[src/rtl/serdac_front.sv]
module serdac_front #(
  parameter int WIDTH = 12,
  parameter int SYNC  = 2
) (
  input  logic             clk,
  input  logic             rst_n,
  input  logic             ser_clk,
  input  logic             ser_data,
  input  logic             sel_n,
  input  logic             load_n,
  input  logic             clear_n,
  output logic [WIDTH-1:0] dac_code,
  output logic             zero_scale
);
  localparam int NPIN = 5;
  localparam logic [NPIN-1:0] PIN_IDLE = 5'b00111;

  logic [NPIN-1:0] pin_now;
  logic [NPIN-1:0] sync_q [SYNC];
  logic            data_s, sclk_s, sel_s, load_s, clear_s;
  logic            sclk_d;
  logic            sclk_rise;
  logic [WIDTH-1:0] shift_q;
  logic [WIDTH-1:0] hold_q;

  assign pin_now = {ser_data, ser_clk, sel_n, load_n, clear_n};

  always_ff @(posedge clk or negedge rst_n) begin
    if (!rst_n) begin
      for (int i = 0; i < SYNC; i++) sync_q[i] <= PIN_IDLE;
    end else begin
      sync_q[0] <= pin_now;
      for (int i = 1; i < SYNC; i++) sync_q[i] <= sync_q[i-1];
    end
  end

  assign {data_s, sclk_s, sel_s, load_s, clear_s} = sync_q[SYNC-1];

  always_ff @(posedge clk or negedge rst_n) begin
    if (!rst_n) sclk_d <= 1'b0;
    else        sclk_d <= sclk_s;
  end

  assign sclk_rise = sclk_s & ~sclk_d;

  always_ff @(posedge clk or negedge rst_n) begin
    if (!rst_n)                 shift_q <= '0;
    else if (sclk_rise && !sel_s) shift_q <= {shift_q[WIDTH-2:0], data_s};
  end

  always_ff @(posedge clk or negedge rst_n) begin
    if (!rst_n)       hold_q <= '0;
    else if (!clear_s) hold_q <= '0;
    else if (!load_s)  hold_q <= shift_q;
  end

  assign dac_code   = hold_q;
  assign zero_scale = (hold_q == '0);
endmodule

[config.mk]
export PLATFORM = sky130hd
export DESIGN_NAME = serdac_front
export DESIGN_NICKNAME = d
export VERILOG_FILES = /design/src/rtl/serdac_front.sv
export SDC_FILE = /design/constraint.sdc
export NUM_CORES = 1
export LEC_CHECK = 0
export BUFFER_PORTS_ARGS = -buffer_cell sky130_fd_sc_hd__buf_2
export CORE_UTILIZATION = 44
export CTS_CLUSTER_SIZE = 40
export DETAILED_ROUTE_END_ITERATION = 6
export HOLD_SLACK_MARGIN = 0.05
export PLACE_DENSITY_LB_ADDON = 0.1
export RECOVER_POWER = 25
export SLEW_MARGIN = 30
export SYNTH_ARGS = -nofsm -noshare
export SYNTH_HDL_FRONTEND = slang
export SYNTH_SLANG_ARGS = --single-unit
[constraint.sdc]
create_clock -name clk -period 3.8 [get_ports clk]
set_clock_uncertainty 0.05 [all_clocks]
set_input_delay 0.38 -clock clk [delete_from_list [all_inputs] [get_ports clk]]
set_output_delay 0.38 -clock clk [all_outputs]
set_load 0.02 [all_outputs]
**Yosys cells after proc, flatten, opt, wreduce, memory -nomap -nowiden**

Index checks and enable logic that the tools add are counted.

- Memory bits (writable): 0
- Memory bits (read-only): 0
- Latch bits: 0
- Output and inout port bits: 13
- Input port bits: 7
- Logic and storage cells: 13
- Flip-flop bits (word level): 35
- Memories kept: 0

- Bitwise logic cells: 2
- Multiplexer cells: 2
- Multipliers: 0
- Divide/modulo/power cells: 0
- Add/subtract/negate cells: 0
- Shifts and indexed selects: 0
- Equal/unequal tests: 1
- Magnitude comparators: 0
- Reductions and logical operators: 3

Operators by type and width:

| operator | count |
|---|---|
| $mux W12 | 2 |
| $logic_not A12 Y1 | 1 |
| $ne A2 B2 Y1 const B | 1 |
| $and A1 B1 Y1 | 1 |
| $logic_and A1 B1 Y1 | 1 |
| $logic_not A1 Y1 | 1 |
| $not A1 Y1 | 1 |

**Depth between registers and ports, before layout**

- Depth in word-level cells: 3
- Mapped depth: 3

**Least setup slack after synthesis**

OpenSTA, ideal clock, no wires.

- Path type: register to output
- Start: reg hold_q[6] (netlist: dac_code[6])
- End: out zero_scale
- Data arrival time: 0.988 ns
- Cell stages (with the launch flop): 3
- Data required time: 3.370 ns
- Setup slack: 2.382 ns
- Cells stage by stage: dfrtp_1 -> nor4_1 -> and3_1

- Word-level cells in the longest chain between the ends: 1

Ends and longest elaborated chain:

| element | RTL line | RTL |
|---|---|---|
| from (decl) | 24 | `logic [WIDTH-1:0] hold_q;` |
| from (signal assigned) | 54 | `else if (!load_s) hold_q <= shift_q;` |
| $logic_not A12 Y1 | 58 | `assign zero_scale = (hold_q == '0);` |
| to (decl) | 13 | `output logic zero_scale` |

Every way passes these cells.

**Worst setup path after layout**

- Start: reg hold_q[1] (netlist: dac_code[1])
- End: out zero_scale

Same word-level chain as after synthesis.

==> impl_metrics.json <==
{
  "start_util": 0.464,
  "cts_buffers": 5,
  "final_hold_viol_count": 0,
  "final_cell_mix": "dfrtp_1, buf_2, mux2i_1, nor2b_1, mux2_2",
  "worstSetupPathType": "reg -> out",
  "path_cells": "nor4_1, and3_1, buf_2",
  "nFillCells": 245,
  "violations": "max-capacitance violations, max-slew violations",
  "antenna_found_initial": 0,
  "nNetsFinal": 109,
  "crit_family": "simple AND/OR/NAND/NOR gates",
  "cts_setup_buffers": 0,
  "slew_violations": 36,
  "cp-start-kind": "register",
  "area_growth_pct": 14.0,
  "num_rows": 19,
  "multi_input_area_um2": 374,
  "cts_resized": 0,
  "irDropWorstVdd_v": 0.000305,
  "globalplace.congestion": 0.673,
  "cap_viol_max_count": 1,
  "finalSetupViolCount": 0,
  "dieArea_um2": 3130,
  "slew_headroom": -0.201,
  "path_buf_inv": 1,
  "track_usage": 0.153,
  "clkLatencyLatePin_ns": 0.33,
  "synth_area_um2": 1280,
  "drive_above_1_share": 0.427,
  "grt_first_pass_wirelength_mm": 3.37,
  "rsz0062_at_grt": "no",
  "clk_pin_slew_ns": 0.10,
  "drc": 0,
  "regArea_um2": 883,
  "max_stage_delay_ns": 0.41,
  "period_share": 0.503,
  "netlist_instances": 79,
  "hold_class": "in -> reg",
  "cts_tree": "done",
  "critical_path_required_ns": 3.37,
  "placed_cells": 126,
  "postRouteAntennaNets": 0,
  "drtPass1Iterations": 3,
  "cts-root-buf": "clkbuf_4",
  "die_h_um": 55.9,
  "min_period_ns": 1.91,
  "ios": 20,
  "drt-wirelength-per-cell_um": 14.4,
  "ys_types": 11,
  "cts_hold_buf": 0,
  "cp-end-kind": "primary output",
  "yosysWarnings": 0,
  "grt_pass1_vias": 677,
  "tightest_slew_ns": 1.80,
  "max_freq_mhz": 523,
  "synth_nets": 86,
  "worstPathArrival_ns": 1.48,
  "path_max_fanout": 3,
  "core-area_um2": 2760,
  "ys_ff_latch": 35,
  "grt_max_degree": 36,
  "numClockSinks": 35,
  "die_w_um": 55.9,
  "cellPowerDensity_nw_per_um2": 584,
  "cpMaxStageDelayCell": "dfrtp_1",
  "io_buffers": 19,
  "final_cells": 134,
  "n_antenna_cell": 0,
  "grt-ovfl-total": 0,
  "seq_area_frac_synth": 0.690,
  "vias_per_cell": 5.12,
  "fin_setup_tns_ns": 0,
  "final_common_cell": "dfrtp_1",
  "ctsHtreeMaxLevel": 2,
  "postRouteWirelength_mm": 1.93,
  "status": "finished with violations",
  "clockBufferDepth": 2,
  "drtIter0Drc": 4,
  "avgSynthCellArea_um2": 16.2,
  "num_vias": 686,
  "p_leak_uw": 0.000723
}
-- metrics by stage --
| step | setup WS, ns | utilization | power, uW | instance area, um2 | hold WS, ns |
|---|---|---|---|---|---|
| 6_report | 1.89 | 0.529 | 852 | 1460 | 0.0867 |
| 5_1_grt | 1.73 | 0.529 | 904 | 1460 | 0.0637 |
| 2_1_floorplan | 2.38 | - | 585 | 1280 | 0.0344 |
| 3_5_place_dp | 2.27 | 0.505 | 640 | 1390 | 0.287 |
| 3_3_place_gp | 2.26 | 0.505 | 635 | 1390 | 0.285 |
| 4_1_cts | 1.87 | 0.529 | 870 | 1460 | 0.0587 |
-- final timing paths --
path	from	to	slack (ns)	cells after the start
max in group asynchronous	rst_n	data_s	2.20	1
worst max-delay path	dac_code[1]	zero_scale	1.89	3
worst min-delay path	load_n	sync_q[6]	0.09	1
worst min register to register	sync_q[8]	sclk_s	0.31	0
min in group asynchronous	rst_n	dac_code[1]	0.47	1
worst max register to register	sclk_d	shift_q[11]	2.30	2
-- synth_stat cells --
library cell  count  share of area
and3_1            1         0.0049
buf_4             1         0.0059
buf_6             1         0.0088
clkbuf_1          1         0.0029
dfrtp_1          29           0.57
dfstp_2           6           0.12
mux2_2           12           0.11
mux2i_1          12          0.094
nor2b_1          12          0.059
nor3b_4           1          0.015
nor4_1            3          0.015
-- state kept, by name, indices dropped and copies added (netlist names) --
signal	flops
clear_s	1
dac_code	12
data_s	1
load_s	1
sclk_d	1
sclk_s	1
sel_s	1
shift_q	12
sync_q	5
-- cell type report --
class                   count  share of cell area
multi-input cells          41               0.256
clock buffers               8              0.0472
flip-flops and latches     35               0.605
repair buffers             19              0.0643
well taps                  31              0.0266
-- report_power, final --
group	switching (uW)	total (uW)	internal, uW
combinational	69.6	144	74.6
clock	114	223	109
sequential	48.0	485	436
-- logic make-up after synthesis --
logic type / Yosys count / share of synthesized area
flip-flops: 35 / 0.690
multiplexers: 24 / 0.199
AND/OR/NAND/NOR: 17 / 0.0929
buffers and inverters: 3 / 0.0176
-- metal layers --
layer | wire length (um) | GRT usage | up-vias
li1 | - | - | 318
met1 | 859 | 0.202 | 349
met2 | 941 | 0.212 | 14
met3 | 69 | 0.0488 | 5
met4 | 64 | 0.115 | 0
met5 | 0 | 0 | -
Power figures use the tool's default switching activity.
